`config.mk`:
```
export PLATFORM = sky130hd
export DESIGN_NAME = rbuf_accessor
export DESIGN_NICKNAME = d
export VERILOG_FILES = /design/src/rtl/rbuf_pkg.sv /design/src/rtl/rbuf_rst_sync.sv /design/src/rtl/rbuf_desc.sv /design/src/rtl/rbuf_seq.sv /design/src/rtl/rbuf_accessor.sv
export SDC_FILE = /design/constraint.sdc
export NUM_CORES = 1
export LEC_CHECK = 0
export BUFFER_PORTS_ARGS = -buffer_cell sky130_fd_sc_hd__buf_4
export CORE_MARGIN = 5
export CORE_UTILIZATION = 35
export CTS_BUF_LIST = sky130_fd_sc_hd__clkbuf_4
export DETAILED_ROUTE_END_ITERATION = 8
export PLACE_DENSITY = 0.59
export SETUP_SLACK_MARGIN = 0.05
export SLEW_MARGIN = 20
export SYNTH_ARGS = -nofsm -noshare
export SYNTH_HDL_FRONTEND = slang
export SYNTH_SLANG_ARGS = --single-unit
```
`constraint.sdc`:
```
create_clock -name clk -period 2.8 [get_ports clk]
set_clock_uncertainty 0.05 [all_clocks]
set_input_delay 0.42 -clock clk [delete_from_list [all_inputs] [get_ports clk]]
set_output_delay 0.42 -clock clk [all_outputs]
set_load 0.05 [all_outputs]
```
`src/rtl/rbuf_pkg.sv`:
```
package rbuf_pkg;
  typedef enum logic [2:0] {
    OP_NOP   = 3'd0,
    OP_LOAD  = 3'd1,
    OP_POP   = 3'd2,
    OP_PUSH  = 3'd3,
    OP_STAT  = 3'd4,
    OP_FLUSH = 3'd5
  } rb_op_e;

  typedef enum logic [2:0] {
    ST_IDLE,
    ST_GRAB,
    ST_ACC,
    ST_DROP,
    ST_DONE
  } rb_state_e;
endpackage

```
`src/rtl/rbuf_rst_sync.sv`:
```
module rbuf_rst_sync #(
  parameter int STAGES = 2
) (
  input  logic clk,
  input  logic rst_n,
  output logic rst_sync_n
);
  logic [STAGES-1:0] chain_q;

  always_ff @(posedge clk or negedge rst_n) begin
    if (!rst_n) chain_q <= '0;
    else        chain_q <= {chain_q[STAGES-2:0], 1'b1};
  end

  assign rst_sync_n = chain_q[STAGES-1];
endmodule

```
`src/rtl/rbuf_desc.sv`:
```
module rbuf_desc #(
  parameter int ADDR_W = 20,
  parameter int DATA_W = 8
) (
  input  logic              clk,
  input  logic              rst_n,
  input  logic              we_base,
  input  logic [ADDR_W-1:0] base_val,
  input  logic              we_mask,
  input  logic              we_in,
  input  logic              we_out,
  input  logic [DATA_W-1:0] idx_val,
  output logic [ADDR_W-1:0] base,
  output logic [DATA_W-1:0] idx_in,
  output logic [DATA_W-1:0] idx_out,
  output logic [DATA_W-1:0] in_nxt,
  output logic [DATA_W-1:0] out_nxt
);
  localparam logic [DATA_W-1:0] ONE = DATA_W'(1);

  logic [ADDR_W-1:0] base_q, base_d;
  logic [DATA_W-1:0] mask_q, mask_d, in_q, in_d, out_q, out_d;

  always_comb begin
    base_d = base_q;
    mask_d = mask_q;
    in_d   = in_q;
    out_d  = out_q;
    if (we_base) base_d = base_val;
    if (we_mask) mask_d = idx_val;
    if (we_in)   in_d   = idx_val;
    if (we_out)  out_d  = idx_val;
  end

  always_ff @(posedge clk or negedge rst_n) begin
    if (!rst_n) begin
      base_q <= '0;
      mask_q <= '0;
      in_q   <= '0;
      out_q  <= '0;
    end else begin
      base_q <= base_d;
      mask_q <= mask_d;
      in_q   <= in_d;
      out_q  <= out_d;
    end
  end

  assign base    = base_q;
  assign idx_in  = in_q;
  assign idx_out = out_q;
  assign in_nxt  = (in_q + ONE) & mask_q;
  assign out_nxt = (out_q + ONE) & mask_q;
endmodule

```
`src/rtl/rbuf_seq.sv`:
```
module rbuf_seq
  import rbuf_pkg::*;
#(
  parameter int ADDR_W   = 20,
  parameter int DATA_W   = 8,
  parameter int OFS_MASK = 256,
  parameter int OFS_IN   = 257,
  parameter int OFS_OUT  = 258
) (
  input  logic              clk,
  input  logic              rst_n,
  input  logic              cmd_valid,
  input  logic [2:0]        cmd_op,
  input  logic [ADDR_W-1:0] cmd_base,
  input  logic [DATA_W-1:0] cmd_wdata,
  output logic              busy,
  output logic              done,
  output logic [DATA_W-1:0] rdata,
  output logic              empty,
  output logic              full,
  output logic              bus_req,
  input  logic              bus_grant,
  output logic              mem_req,
  output logic              mem_we,
  output logic [ADDR_W-1:0] mem_addr,
  output logic [DATA_W-1:0] mem_wdata,
  input  logic              mem_ack,
  input  logic [DATA_W-1:0] mem_rdata,
  input  logic [ADDR_W-1:0] d_base,
  input  logic [DATA_W-1:0] d_in,
  input  logic [DATA_W-1:0] d_out,
  input  logic [DATA_W-1:0] d_in_nxt,
  input  logic [DATA_W-1:0] d_out_nxt,
  output logic              we_base,
  output logic              we_mask,
  output logic              we_in,
  output logic              we_out,
  output logic [DATA_W-1:0] idx_val
);
  localparam int PAD = ADDR_W - DATA_W;
  localparam logic [ADDR_W-1:0] A_MASK = ADDR_W'(OFS_MASK);
  localparam logic [ADDR_W-1:0] A_IN   = ADDR_W'(OFS_IN);
  localparam logic [ADDR_W-1:0] A_OUT  = ADDR_W'(OFS_OUT);

  rb_state_e         state_q, state_d;
  rb_op_e            op_q, op_d, cmd_op_e;
  logic [1:0]        step_q, step_d;
  logic [DATA_W-1:0] wd_q, wd_d, tmp_q, tmp_d, rd_q, rd_d;
  logic              retry_q, retry_d, empty_q, empty_d, full_q, full_d;
  logic              cmd_known, base_ok;

  assign cmd_op_e  = rb_op_e'(cmd_op);
  assign cmd_known = (cmd_op >= 3'd1) && (cmd_op <= 3'd5);
  assign base_ok   = (d_base != '0);

  // next-state logic
  always_comb begin
    state_d = state_q;  op_d  = op_q;   step_d  = step_q;
    wd_d    = wd_q;     tmp_d = tmp_q;  retry_d = retry_q;
    rd_d    = rd_q;     empty_d = empty_q; full_d = full_q;
    we_base = 1'b0; we_mask = 1'b0; we_in = 1'b0; we_out = 1'b0;
    bus_req = 1'b0; mem_req = 1'b0;
    case (state_q)
      ST_IDLE: if (cmd_valid && cmd_known) begin
        op_d = cmd_op_e; wd_d = cmd_wdata; step_d = '0; retry_d = 1'b0;
        if (cmd_op_e == OP_LOAD) begin
          we_base = 1'b1;
          state_d = (cmd_base != '0) ? ST_GRAB : ST_DONE;
        end else if (!base_ok) begin
          state_d = ST_DONE;
          if (cmd_op_e == OP_POP) rd_d = '0;
          if (cmd_op_e == OP_STAT) begin empty_d = 1'b1; full_d = 1'b1; end
        end else begin
          state_d = ST_GRAB;
        end
      end
      ST_GRAB: begin
        bus_req = 1'b1;
        if (bus_grant) state_d = ST_ACC;
      end
      ST_ACC: begin
        bus_req = 1'b1;
        mem_req = 1'b1;
        if (mem_ack) begin
          step_d = step_q + 2'd1;
          case (op_q)
            OP_LOAD: begin
              if (step_q == 2'd0)      we_mask = 1'b1;
              else if (step_q == 2'd1) we_in   = 1'b1;
              else begin we_out = 1'b1; state_d = ST_DROP; end
            end
            OP_STAT: begin
              if (step_q == 2'd0) empty_d = (mem_rdata == d_out);
              else begin full_d = (d_in_nxt == mem_rdata); state_d = ST_DROP; end
            end
            OP_POP: begin
              if (step_q == 2'd0) begin
                if (mem_rdata == d_out) begin retry_d = 1'b1; state_d = ST_DROP; end
              end else if (step_q == 2'd1) rd_d = mem_rdata;
              else begin we_out = 1'b1; state_d = ST_DROP; end
            end
            OP_PUSH: begin
              if (step_q == 2'd0) begin
                if (d_in_nxt == mem_rdata) begin retry_d = 1'b1; state_d = ST_DROP; end
              end else if (step_q == 2'd2) begin we_in = 1'b1; state_d = ST_DROP; end
            end
            OP_FLUSH: begin
              if (step_q == 2'd0) tmp_d = mem_rdata;
              else begin we_out = 1'b1; state_d = ST_DROP; end
            end
            default: state_d = ST_DROP;
          endcase
        end
      end
      ST_DROP: if (!bus_grant) begin
        if (retry_q) begin
          retry_d = 1'b0; step_d = '0; state_d = ST_GRAB;
        end else begin
          state_d = ST_DONE;
        end
      end
      ST_DONE: state_d = ST_IDLE;
      default: state_d = ST_IDLE;
    endcase
  end

  // index value fed to the descriptor
  always_comb begin
    case (op_q)
      OP_POP:   idx_val = d_out_nxt;
      OP_PUSH:  idx_val = d_in_nxt;
      OP_FLUSH: idx_val = tmp_q;
      default:  idx_val = mem_rdata;
    endcase
  end

  // access address and data per command step
  always_comb begin
    mem_addr  = d_base + A_IN;
    mem_we    = 1'b0;
    mem_wdata = wd_q;
    case (op_q)
      OP_LOAD:
        if (step_q == 2'd0)      mem_addr = d_base + A_MASK;
        else if (step_q == 2'd2) mem_addr = d_base + A_OUT;
      OP_STAT:
        if (step_q != 2'd0) mem_addr = d_base + A_OUT;
      OP_POP:
        if (step_q == 2'd1) mem_addr = d_base + {{PAD{1'b0}}, d_out};
        else if (step_q == 2'd2) begin
          mem_addr = d_base + A_OUT; mem_we = 1'b1; mem_wdata = d_out_nxt;
        end
      OP_PUSH:
        if (step_q == 2'd0) mem_addr = d_base + A_OUT;
        else if (step_q == 2'd1) begin
          mem_addr = d_base + {{PAD{1'b0}}, d_in}; mem_we = 1'b1;
        end else begin
          mem_we = 1'b1; mem_wdata = d_in_nxt;
        end
      OP_FLUSH:
        if (step_q != 2'd0) begin
          mem_addr = d_base + A_OUT; mem_we = 1'b1; mem_wdata = tmp_q;
        end
      default: mem_addr = d_base + A_IN;
    endcase
  end

  always_ff @(posedge clk or negedge rst_n) begin
    if (!rst_n) begin
      state_q <= ST_IDLE; op_q <= OP_NOP; step_q <= '0;
      wd_q <= '0; tmp_q <= '0; rd_q <= '0; retry_q <= 1'b0;
      empty_q <= 1'b1; full_q <= 1'b1;
    end else begin
      state_q <= state_d; op_q <= op_d; step_q <= step_d;
      wd_q <= wd_d; tmp_q <= tmp_d; rd_q <= rd_d; retry_q <= retry_d;
      empty_q <= empty_d; full_q <= full_d;
    end
  end

  assign busy  = (state_q != ST_IDLE);
  assign done  = (state_q == ST_DONE);
  assign rdata = rd_q;
  assign empty = empty_q;
  assign full  = full_q;

  // memory traffic only under bus ownership
  p_mem_owned_r3: assert property (@(posedge clk) disable iff (!rst_n)
    mem_req |-> bus_grant);
  // request held steady until acknowledged
  p_mem_hold_r3: assert property (@(posedge clk) disable iff (!rst_n)
    (mem_req && !mem_ack) |=> (mem_req && $stable(mem_addr) && $stable(mem_we)
                               && $stable(mem_wdata)));
  // no bus traffic without a configured base
  p_base0_nobus_r5: assert property (@(posedge clk) disable iff (!rst_n)
    (d_base == '0) |-> !bus_req);
  // completion only after the bus is handed back
  p_done_released_r11: assert property (@(posedge clk) disable iff (!rst_n)
    done |-> (!bus_grant && !bus_req));
  // single-cycle completion pulse
  p_done_pulse_r11: assert property (@(posedge clk) disable iff (!rst_n)
    done |=> !done);
endmodule

```
`src/rtl/rbuf_accessor.sv`:
```
module rbuf_accessor #(
  parameter int ADDR_W   = 20,
  parameter int DATA_W   = 8,
  parameter int OFS_MASK = 256,
  parameter int OFS_IN   = 257,
  parameter int OFS_OUT  = 258
) (
  input  logic              clk,
  input  logic              rst_n,
  input  logic              cmd_valid,
  input  logic [2:0]        cmd_op,
  input  logic [ADDR_W-1:0] cmd_base,
  input  logic [DATA_W-1:0] cmd_wdata,
  output logic              busy,
  output logic              done,
  output logic [DATA_W-1:0] rdata,
  output logic              empty,
  output logic              full,
  output logic              bus_req,
  input  logic              bus_grant,
  output logic              mem_req,
  output logic              mem_we,
  output logic [ADDR_W-1:0] mem_addr,
  output logic [DATA_W-1:0] mem_wdata,
  input  logic              mem_ack,
  input  logic [DATA_W-1:0] mem_rdata
);
  logic              rst_s_n;
  logic              we_base, we_mask, we_in, we_out;
  logic [DATA_W-1:0] idx_val, d_in, d_out, d_in_nxt, d_out_nxt;
  logic [ADDR_W-1:0] d_base;

  rbuf_rst_sync #(.STAGES(2)) u_rst (
    .clk(clk), .rst_n(rst_n), .rst_sync_n(rst_s_n)
  );

  rbuf_desc #(.ADDR_W(ADDR_W), .DATA_W(DATA_W)) u_desc (
    .clk(clk), .rst_n(rst_s_n),
    .we_base(we_base), .base_val(cmd_base), .we_mask(we_mask),
    .we_in(we_in), .we_out(we_out), .idx_val(idx_val),
    .base(d_base), .idx_in(d_in), .idx_out(d_out),
    .in_nxt(d_in_nxt), .out_nxt(d_out_nxt)
  );

  rbuf_seq #(
    .ADDR_W(ADDR_W), .DATA_W(DATA_W),
    .OFS_MASK(OFS_MASK), .OFS_IN(OFS_IN), .OFS_OUT(OFS_OUT)
  ) u_seq (
    .clk(clk), .rst_n(rst_s_n),
    .cmd_valid(cmd_valid), .cmd_op(cmd_op), .cmd_base(cmd_base),
    .cmd_wdata(cmd_wdata),
    .busy(busy), .done(done), .rdata(rdata), .empty(empty), .full(full),
    .bus_req(bus_req), .bus_grant(bus_grant),
    .mem_req(mem_req), .mem_we(mem_we), .mem_addr(mem_addr),
    .mem_wdata(mem_wdata), .mem_ack(mem_ack), .mem_rdata(mem_rdata),
    .d_base(d_base), .d_in(d_in), .d_out(d_out),
    .d_in_nxt(d_in_nxt), .d_out_nxt(d_out_nxt),
    .we_base(we_base), .we_mask(we_mask), .we_in(we_in), .we_out(we_out),
    .idx_val(idx_val)
  );
endmodule

```
Yosys cells after proc, flatten, opt, wreduce, memory -nomap -nowiden
Cells that the tools add are included.

Add/sub/neg operators: 8. Multiply operators: 0. Div/mod/pow operators: 0. $lt $le $gt $ge: 2. Equality and inequality tests: 40. Shifts and indexed selects: 0. Mux-type cells: 92. Bitwise gates (word level): 2. Reduce and logical (&&, ||, !) cells: 21.

Operators with widths (count): $mux 20 (6); $mux 8 (13); $pmux 20 s4 (1); $add 20x9->20 const B (3); $mux 3 (16); $pmux 8 s3 (2); $add 20x8->20 (2); $reduce_bool 20->1 (2); $mux 1 (39); $reduce_and 9->1 (3); $pmux 3 s4 (2); $add 8x1->8 const B (2); $and 8x8->8 (2); $eq 8x8->1 (2); $ne 2x1->1 const B (8); $pmux 8 s2 (1); $reduce_and 8->1 (2); $eq 3x2->1 const B (5); $eq 3x3->1 const B (4); $ne 2x2->1 const B (6); $ne 3x2->1 const B (4); $pmux 1 s2 (5); $eq 3x1->1 const B (3); $mux 2 (4); 20 further kinds (28).

Register bits: 81. Bits in latches: 0. Memory bits (writable): 0. Bits in read-only memories: 0. Input port bits: 44. Output and inout bits: 43. Word-level logic and storage cells: 179. Memories: 0.

Longest topological paths before layout
Gate-level depths: netlist (run 1).

Depth in word-level cells: 8. Mapped depth: 12. Mapped depth without buffers: 9.

Hierarchy
Synthesis (run 1) repeated with hierarchy kept, for this count alone.

Cell total of the unflattened synthesis: 1091. Area total of the unflattened synthesis: 8698.3 um2.

Modules (own cells, without submodules): rbuf_seq (times used 1, cells an instance 943, area an instance 6710.2 um2, sequential area each 878.3 um2); rbuf_desc (times used 1, cells an instance 145, area an instance 1934.4 um2, sequential area each 1101.1 um2); rbuf_rst_sync (times used 1, cells an instance 3, area an instance 53.8 um2, sequential area each 50.0 um2).

Least setup slack after synthesis (run 1)
OpenSTA, ideal clock, no wires.

Path type: flip-flop to output port. From: reg u_desc.out_q[0], in the netlist u_desc.idx_out[0]. To: out mem_addr[8]. Arrival: 3030 ps. Required time: 2330 ps. Slack: -700 ps. Cell stages (with the launch flop): 10. Buffers on the path: 0. Cells stage by stage: dfrtp_1 -> ha_1 -> fa_1 -> a21oi_1 -> o2111a_1 -> or2_1 -> xnor2_1 -> a211oi_1 -> a221o_1 -> a21oi_1.

Cells in the longest elaborated chain, start to end: 3.

Ends and longest elaborated chain: from (decl) (RTL line rbuf_desc.sv:22) `logic [DATA_W-1:0] mask_q, mask_d, in_q, in_d, out_q, out_d;`; from (signal assigned) (RTL line rbuf_desc.sv:45) `out_q <= out_d;`; $add 20x8->20 (RTL line rbuf_seq.sv:149) `if (step_q == 2'd1) mem_addr = d_base + {{PAD{1'b0}}, d_out};`; $mux 20 (RTL line rbuf_seq.sv:149); $pmux 20 s4 (RTL line rbuf_seq.sv:142) `case (op_q)`; to (decl) (RTL line rbuf_accessor.sv:23) `output logic [ADDR_W-1:0] mem_addr,`.

No other way between the ends.

Worst setup path in the final report (run 1)
From: reg u_desc.base_q[0], in the netlist u_desc.base[0]. To: out mem_addr[10].

Cells in the longest elaborated chain, start to end: 4. Elaborated cells between the ends (all ways): 12. Classes of those cells: add/sub: 5; mux: 7.

Ends and longest elaborated chain: from (decl) (RTL line rbuf_desc.sv:21) `logic [ADDR_W-1:0] base_q, base_d;`; from (signal assigned) (RTL line rbuf_desc.sv:42) `base_q <= base_d;`; $add 20x9->20 (tied with other cells) (RTL line rbuf_seq.sv:139, rbuf_seq.sv:164); $mux 20, on equally long branches (RTL line rbuf_seq.sv:155, rbuf_seq.sv:145, rbuf_seq.sv:150); $mux 20, on equally long branches (RTL line rbuf_seq.sv:154, rbuf_seq.sv:144, rbuf_seq.sv:149); $pmux 20 s4 * (RTL line rbuf_seq.sv:142).

Every way passes the cells marked *; elsewhere a longest branch is shown, timed or not.

==> impl_metrics.toml, run 1 <==
[clock_tree]
path_clk_slew_ps = 170
h-tree-depth = 3
cts_tree = "built"
cts_root_buf = "clkbuf_4"
clock_latency_ps = 520
numClockSinks = 81
numCtsBuffers = 9
clk_path_buf_depth = 2

[worst_setup_path]
cp_data_required_time_ps = 2330
cp-start-kind = "flip-flop"
cp_slowest_cell = "or4_4"
crit_fanout = 2
crit_chain = "ha_2, fa_2, a21oi_2, o211ai_1, o41ai_4, buf_4, nand2b_1, xor2_1, a21oi_1, or4_4, buf_6"
worstPathArrival_ps = 3250
critical_path_class = "flip-flop to primary output"
cp_slowest_stage_delay_ps = 530
cp-end-kind = "primary output"
crit_buf_inv = 2
crit_family = "simple AND/OR/NAND/NOR gates"

[drt]
drt_wl_total_mm = 38.19
wl_per_cell_microns = 22.05
antenna_left = 0
drt-initial-drc-count = 1084
drt_pass1_iterations = 6
drc = 0
vias_per_cell = 5.926
vias = 10264

[cells_and_area]
area_growth_syn_to_layout_pct = 56.98
fillerInstances = 2197
register_area_sq_mm = 0.002046
final_nets = 1477
finalInstanceArea_sq_mm = 0.01354
drive_gt1_share_pct = 47.97
multiInputGateArea_sq_mm = 0.007311
final_util_pct = 55.66
final_cells = 1732

[sta]
fin_ws_ps = -920.1
setup_viol = 28
hold_ws_ps = 81.07
final_max_slew_viol_count = 0
final_hold_viol_count = 0
relSlewSlack_pct = 59.25
post-route-period-util_pct = 132.9
rsz0062_at_grt = "true"
tightest_slew_ps = 611.2
fmax_mhz = 268.8
finalCriticalPeriod_ps = 3720

[worst_hold_path]
hold_class = "primary input to flip-flop"

[floorplanning]
start_util_pct = 35.46
die_w_microns = 167.0
coreArea_sq_mm = 0.02432
pin_count = 87
dieHeight_microns = 167.0
rows = 57
dieArea_sq_mm = 0.02788

[power]
ir_worst_vdd_v = 0.0009659
power_density_mw_per_mm2 = 1409
switching_share_pct = 52.91
seqPwrFrac_pct = 12.1
intPower_w = 0.008980
share_comb_of_total_power_pct = 83.6
p_clk_share_pct = 4.3
power.static_leakage_nw = 5.575
p_sw_w = 0.01009

[logic_synthesis]
yosys_warnings = 0
yosys.area_share.simple_pct = 22.03
synth_area_leaders = "dfrtp_1 23%, mux2_2 6.3%, xnor2_1 6.0%"
netlist_instances = 1076
ys_seq_elements = 81
synth.avg_cell_area_sq_um = 8.014
netlist_area_sq_mm = 0.008623
yosysMostFrequentCell = "nand2_1"
synth_ff_type = "dfrtp_1"
synth_top_area_share_pct = 22.93
synthArstFlopShare_pct = 100.0
synthMuxAreaShare_pct = 8.546
synth_xor_area_share_pct = 9.039
yosys.area.top_type = "dfrtp_1"
synth_edf_count = 0
netlist_top_cells_count = "126 x nand2_1, 79 x dfrtp_1, 68 x o21ai_0"
synth_fp_nets = 1151
synth_cell_type_count = 97
synth_top_family_by_area = "compound AO/OA/AOI/OAI gates"
synth_compound_area_share_pct = 26.80
yosysSeqAreaShare_pct = 23.53
synthAdderAreaFrac_pct = 4.672

[job]
cap_violations = 0

[global_route]
grt_pass1_wl_mm = 57.60
grt.overflow.total = 0
grt_pass1_vias = 9827
grt_start_max_net_pins = 45
grt_usage_pct = 26.17
antenna_found_initial = 2

[placed_design]
place_area_sq_mm = 0.01152
dp.cells = 1648
pre_cts_ws_ps = -522.7
dp_hpwl_mm = 28.25
numPortBuffers = 86
gp_congestion = 0.9731

[run_status]
violations = "setup timing"
status = "complete, but fails checks"
[sequential cells by signal (all words and copies together) (netlist names)]
register and flops:
u_desc.base 20, u_desc.idx_in 8, u_desc.idx_out 8, u_desc.mask_q 8, u_seq.rdata 8, u_seq.tmp_q 8, u_seq.wd_q 8, u_seq.op_q 3
u_seq.state_q 3, u_rst.chain_q 2, u_seq.step_q 2, u_seq.empty 1, u_seq.full 1, u_seq.retry_q 1
[cells by family after synthesis]
kind of cell,count (synthesis)
buffers and inverters,104
XOR/XNOR,89
other,1
AND/OR/NAND/NOR,373
multiplexers,67
AO/OA/AOI/OAI,330
adder cells (fa/ha/maj),31
flip-flops,81
[repair_timing]
| action | in CTS | in global routing |
|---|---|---|
| gates cloned | 2 | 1 |
| endpoints found under the setup margin | 32 | 30 |
| endpoints found under the hold margin | 2 | 0 |
| hold buffers | 1 | 0 |
| gates resized for setup | 238 | 65 |
| buffers inserted | 49 | 20 |
| pin swaps | 93 | 68 |
[power by group through the flow]
stage | sequential, W | clock [W] | combinational, W
final | 0.00231 | 0.000829 | 0.0159
after global routing | 0.00237 | 0.000892 | 0.0167
after CTS | 0.00227 | 0.000852 | 0.0151
after detailed placement | 0.00228 | 0 | 0.0130
after global placement | 0.00227 | 0 | 0.0129
after floorplan | 0.00236 | 0 | 0.00785
[final timing paths]
path                                   from                to  slack, ps  depth (start not counted)
setup / recovery             u_desc.base[0]      mem_addr[10]       -920                         11
min in group asynchronous             rst_n  u_rst.chain_q[0]        160                          2
hold / removal                 cmd_wdata[3]     u_seq.wd_q[3]         80                          2
setup reg to reg             u_desc.base[0]       u_seq.empty        110                         12
max in group asynchronous  u_rst.chain_q[1]       u_seq.empty       1800                          1
hold reg to reg            u_rst.chain_q[1]  u_desc.mask_q[0]        220                          0
[final cells by class]
class	count	area share, %
Clock inverter	7	0.6285
Tap cell	324	2.995
Timing Repair Buffer	399	26.14
Sequential cell	81	15.11
Multi-Input combinational cell	893	54.01
Antenna cell	1	0.01849
Inverter	18	0.6008
Clock buffer	9	0.4991
[placed cells by master (no fill, tap or decap), types with 15 or more instances in the layout]
cell and instances:
o21ai_1 28, xnor2_1 51, nor2_1 54, buf_4 299, dfrtp_1 68, mux2_2 45, nand3_1 34, nand4_1 17
buf_6 76, o21ai_0 49, xor2_1 28, nor3_1 21, a21oi_1 46, o211ai_1 15, mux2i_1 16, nand2_1 119
[metal layers]
layer  global-route usage, %  vias up  wire [microns]
li1                        -     4682               -
met5                       0        -              13
met3                   5.736      111            3325
met4                   8.822        2            1272
met1                   36.14     4960           16670
met2                   40.63      509           16900
[metrics by stage]
step	TNS [ps]	power (W)
2_1_floorplan	-1550	0.01022
3_3_place_gp	-4793	0.01518
3_5_place_dp	-5243	0.01525
4_1_cts	-13840	0.01825
5_1_grt	-17610	0.01995
6_report	-14970	0.01907
Note: power is estimated with default switching activity, not from simulation.
==> run 2: changes to the inputs <==
--- a/config.mk
+++ b/config.mk
@@ -10,7 +10,7 @@
 export CORE_UTILIZATION = 35
 export CTS_BUF_LIST = sky130_fd_sc_hd__clkbuf_4
 export DETAILED_ROUTE_END_ITERATION = 8
-export PLACE_DENSITY = 0.59
+export PLACE_DENSITY = 0.57
 export SETUP_SLACK_MARGIN = 0.05
 export SLEW_MARGIN = 20
 export SYNTH_ARGS = -nofsm -noshare
==> constraint.sdc (replaced) <==
create_clock -name clk -period 4.63 [get_ports clk]
set_clock_uncertainty 0.05 [all_clocks]
set_input_delay 0.6945 -clock clk [delete_from_list [all_inputs] [get_ports clk]]
set_output_delay 0.6945 -clock clk [all_outputs]
set_load 0.05 [all_outputs]
==> run 2 against run 1 <==
The flow now finishes without violations. Via count decreased by 13%. Setup slack improved by 1200 ps. Critical path depth decreased by 1. Critical endpoint is now mem_addr[8]. Design area decreased by 28%. Hold slack improved by 200 ps. Combinational power decreased by 62%. Clock-buffer cell count unchanged. Largest cell class unchanged. Die area unchanged. Clock power decreased by 43%.
==> impl_metrics.toml, run 2 (same netlist as run 1, synthesis figures left out) <==
[clock_tree]
ctsResizeCount = 0
cts_root_buf = "clkbuf_4"
numCtsBuffers = 9
numClockSinks = 81
h-tree-depth = 3
clk_path_buf_depth = 2
path_clk_slew_ps = 160
clock_latency_ps = 490
cts_tree = "built"
postCtsHoldBufs = 1
post_cts_buffers = 0

[worst_setup_path]
cp-start-kind = "flip-flop"
cp-end-kind = "primary output"
rr_endpoint = "u_desc.mask_q[7]"
reg2reg_from = "u_seq.op_q[2]"
reg2reg_slack_ps = 1550
crit_fanout = 6
cp_data_required_time_ps = 3890
crit_path_frequent_cell = "a21oi_1"
cp_slowest_stage_delay_ps = 480
critical_path_class = "flip-flop to primary output"
worstPathArrival_ps = 3600
crit_chain = "ha_1, fa_1, a21oi_1, o2111a_1, or2_1, xnor2_1, a211oi_1, a221o_1, a21oi_1, buf_4"
cp_slowest_cell = "dfrtp_1"
r2r.worst_path.cells = 5

[drt]
vias = 8916
drt_wl_total_mm = 32.82
drc = 0
drt_pass1_iterations = 6
antenna_left = 0
wl_per_cell_microns = 22.46
drt-initial-drc-count = 989
vias_per_cell = 6.103

[cells_and_area]
final_nets = 1206
fillerInstances = 2528
largest_reg_flops = 20
multiInputGateArea_sq_mm = 0.006138
most-common-layout-cells = "127 x buf_4, 126 x nand2_1, 78 x dfrtp_1, 68 x o21ai_0, 67 x nor2_1"
final_common_cell = "buf_4"
drive_gt1_share_pct = 20.60
area_growth_syn_to_layout_pct = 13.61
register_area_sq_mm = 0.002033

[sta]
final_max_slew_viol_count = 0
post-route-period-util_pct = 93.76
final_hold_viol_count = 0
rsz0062_at_grt = "false"
finalCriticalPeriod_ps = 4341
fin_setup_tns_ps = 0
fmax_mhz = 230.4
fin_ws_ps = 289.1
tightest_slew_ps = 947.7
relSlewSlack_pct = 36.82
setup_viol = 0

[floorplanning]
start_util_pct = 35.46
die_w_microns = 167.0
dieArea_sq_mm = 0.02788
dieHeight_microns = 167.0
pin_count = 87
coreArea_sq_mm = 0.02432
rows = 57

[power]
power.static_leakage_nw = 3.832
power_density_mw_per_mm2 = 841.9
total_power_w = 0.008248
ir_worst_vdd_v = 0.0003547

[worst_hold_path]
hold_class = "flip-flop to asynchronous set/reset pin"

[global_route]
grt_pass1_vias = 8545
antenna_found_initial = 1
grt_pass1_wl_mm = 50.89
grt_start_max_net_pins = 80
grt_usage_pct = 22.97
grt.overflow.total = 0

[placed_design]
numPortBuffers = 86
dp_hpwl_mm = 24.47
pre_cts_ws_ps = 884.8
gp_congestion = 0.9934

[job]
cap_violations = 0

[run_status]
status = "complete, no violations"
-- run 2: worst max path at each step --
stage / start / to / slack (ps)
2_1_floorplan: u_desc.idx_out[0] / mem_addr[8] / 860
3_3_place_gp: u_desc.idx_in[0] / mem_addr[10] / 910
3_5_place_dp: u_desc.idx_in[0] / mem_addr[10] / 880
4_1_cts: u_desc.idx_in[0] / mem_addr[10] / 290
5_1_grt: u_desc.idx_out[0] / mem_addr[8] / 160
6_report: u_desc.idx_out[0] / mem_addr[8] / 290
-- run 2: stage by stage --
| stage | std cells | hold slack, ps | instance area (sq um) | util (%) |
|---|---|---|---|---|
| floorplan | 1076 | 281.2 | 8623 | - |
| global placement | 1442 | 286.8 | 9618 | 39.55 |
| detailed placement | 1442 | 288.5 | 9618 | 39.55 |
| CTS | 1459 | 323.8 | 9774 | 40.19 |
| global route | 1461 | 340.1 | 9797 | 40.28 |
| finish | 1461 | 281.4 | 9797 | 40.28 |
-- run 2: per-layer routing --
| layer | vias to the layer above | share of wire (%) | GRT usage, % |
|---|---|---|---|
| li1 | 4139 | - | - |
| met1 | 4290 | 45 | 33.18 |
| met2 | 416 | 44 | 34.99 |
| met3 | 71 | 7.8 | 3.816 |
| met4 | 0 | 2.8 | 7.293 |
| met5 | - | 0 | 0 |
-- run 2: area by class of cell --
type / count / share of cell area [%]
multi-input cells: 891 / 62.66
flip-flops and latches: 81 / 20.75
repair buffers: 130 / 10.24
well taps: 324 / 4.138
clock inverters: 7 / 0.8046
clock buffers: 9 / 0.6897
inverters: 18 / 0.6897
diodes: 1 / 0.02554
-- run 2: critical path, delay by kind of cell (launching register included) --
family | cells | cell delay (ps)
xor+xnor | 1 | 160
buf+inv | 1 | 240
flops | 1 | 480
simple gates | 1 | 250
fa+ha+maj | 2 | 720
compound gates | 5 | 1260
-- run 2: where the power goes --
part | switching (W) | internal [W] | total [W]
Combinational | 0.00397 | 0.00214 | 0.00611
Sequential | 0.000657 | 0.00101 | 0.00167
Clock | 0.000302 | 0.000170 | 0.000472
Total | 0.00493 | 0.00332 | 0.00825
==> run 3: changes to the inputs <==
--- a/config.mk
+++ b/config.mk
@@ -6,11 +6,13 @@
 export NUM_CORES = 1
 export LEC_CHECK = 0
 export BUFFER_PORTS_ARGS = -buffer_cell sky130_fd_sc_hd__buf_4
+export CELL_PAD_IN_SITES_DETAIL_PLACEMENT = 2
+export CELL_PAD_IN_SITES_GLOBAL_PLACEMENT = 2
 export CORE_MARGIN = 5
 export CORE_UTILIZATION = 35
 export CTS_BUF_LIST = sky130_fd_sc_hd__clkbuf_4
 export DETAILED_ROUTE_END_ITERATION = 8
-export PLACE_DENSITY = 0.57
+export PLACE_DENSITY = 0.84
 export SETUP_SLACK_MARGIN = 0.05
 export SLEW_MARGIN = 20
 export SYNTH_ARGS = -nofsm -noshare
==> run 3 against run 2 <==
Critical path depth is 1 lower. Die area stayed put. Register-to-register slack worse by 120 ps. Sequential share of layout area is 0.054 points lower. Clock power is 20% higher. Largest cell class unchanged. Global-route usage is 5.5 points higher. Fmax is 2.3% lower. Via count is 7.5% higher. Cell count hardly changed. First-iteration DRC count is 14% lower. Sequential power is 3% higher.
==> impl_metrics.toml, run 3 (same netlist as run 1, synthesis figures left out) <==
[sta]
fin_setup_tns_ps = 0
final_hold_viol_count = 0
post-route-period-util_pct = 95.94
rsz0062_at_grt = "true"
fmax_mhz = 225.1
relSlewSlack_pct = 40.05
final_max_slew_viol_count = 0
setup_viol = 0
hold_ws_ps = 253.4
tightest_slew_ps = 891.0
finalCriticalPeriod_ps = 4442

[worst_setup_path]
crit_path_frequent_cell = "a211oi_1"
worstPathArrival_ps = 3700
critical_path_class = "flip-flop to primary output"
cp_slowest_cell = "dfrtp_2"
cp_slowest_stage_delay_ps = 660
path_depth = 9
cp-start-kind = "flip-flop"
cp_data_required_time_ps = 3890
r2r.worst_path.cells = 6
cp-end-kind = "primary output"
reg2reg_from = "u_seq.step_q[0]"
crit_buf_inv = 1
crit_start = "u_desc.base[1]"
crit_chain = "ha_1, a211oi_1, o21ai_1, a21boi_1, nor3_1, a221o_1, a211oi_1, a21oi_1, buf_4"
rr_endpoint = "u_desc.mask_q[7]"
reg2reg_slack_ps = 1430
crit_family = "compound AO/OA/AOI/OAI gates"
crit_fanout = 15

[global_route]
antenna_found_initial = 1
grt_start_max_net_pins = 56
grt.overflow.total = 0
grt_pass1_wl_mm = 62.45
grt_usage_pct = 28.49
grt_pass1_vias = 10176

[cells_and_area]
most-common-layout-cells = "128 x buf_4, 126 x nand2_1, 75 x dfrtp_1, 68 x o21ai_0, 67 x nor2_1"
register_area_sq_mm = 0.002037
final_util_pct = 40.46
largest_reg_flops = 20
finalInstanceArea_sq_mm = 0.009841
drive_gt1_share_pct = 21.20
area_growth_syn_to_layout_pct = 14.12
multiInputGateArea_sq_mm = 0.006141
final_nets = 1207
final_common_cell = "buf_4"
fillerInstances = 2780

[clock_tree]
cts_tree = "built"
clk_path_buf_depth = 2
path_clk_slew_ps = 190
h-tree-depth = 3
numClockSinks = 81
cts_root_buf = "clkbuf_4"
clock_latency_ps = 520
numCtsBuffers = 9

[drt]
drt-initial-drc-count = 846
antenna_left = 0
drc = 0
wl_per_cell_microns = 27.90
vias = 9586
drt_wl_total_mm = 40.79
vias_per_cell = 6.557
drt_pass1_iterations = 6

[worst_hold_path]
hold_class = "flip-flop to asynchronous set/reset pin"

[power]
power_density_mw_per_mm2 = 889.0
ir_worst_vdd_v = 0.0003689
power.static_leakage_nw = 3.853
total_power_w = 0.008748

[placed_design]
dp_hpwl_mm = 30.19
place_area_sq_mm = 0.009630
numPortBuffers = 86
gp_congestion = 0.9554

[run_status]
status = "complete, no violations"

[floorplanning]
rows = 57
start_util_pct = 35.46
dieArea_sq_mm = 0.02788
dieHeight_microns = 167.0
die_w_microns = 167.0
pin_count = 87
coreArea_sq_mm = 0.02432

[job]
cap_violations = 0
-- run 3: final cells by class --
cell class | instances | area share (%)
timing repair buffer | 131 | 10.27
sequential | 81 | 20.70
clock buffer | 9 | 0.6866
clock inverter | 7 | 1.106
tap | 324 | 4.120
antenna | 1 | 0.02543
inverter | 18 | 0.6866
multi-input combinational | 891 | 62.40
-- run 3: worst max path at each step --
stage | end | slack [ps]
floorplan | mem_addr[8] | 860
global placement | mem_addr[15] | 770
detailed placement | mem_addr[15] | 680
CTS | mem_addr[8] | 200
global route | mem_addr[9] | 40
finish | mem_addr[19] | 190
-- run 3: timing repair --
action / 4_1_cts / 5_1_grt
endpoints found under the setup margin: 2 / 3
gates resized for setup: 1 / 4
buffers inserted: 0 / 2
hold buffers: 1 / 0
pin swaps: 0 / 2
hold endpoints to repair: 2 / 0
-- run 3: report_power, final --
group,switching (W),leakage (nW),total (W),internal (W)
registers,0.000714,1.04,0.00172,0.00101
logic,0.00428,2.71,0.00646,0.00218
clock network,0.000334,0.0950,0.000565,0.000231
-- run 3: per-layer routing --
metal  vias up  track usage [%]  part of all wire, %
met5         -                0                    0
met4         0            12.59                  4.6
met3       131            5.357                  7.6
met2       459            44.98                   46
met1      4874            38.00                   42
li1       4122                -                    -
-- run 3: stage by stage --
step / worst slack (ps) / instances
2_1_floorplan: 855.5 / 1076
3_3_place_gp: 766.0 / 1442
3_5_place_dp: 675.0 / 1442
4_1_cts: 204.8 / 1459
5_1_grt: 37.00 / 1462
6_report: 187.8 / 1462
-- run 3: worst reg2reg max path, delay by kind of cell, from the launching register on --
family | cells | cell delay [ps]
AND/OR/NAND/NOR | 2 | 1170
buffers and inverters | 2 | 580
multiplexers | 1 | 470
flip-flops | 1 | 440
adder cells (fa/ha/maj) | 1 | 370
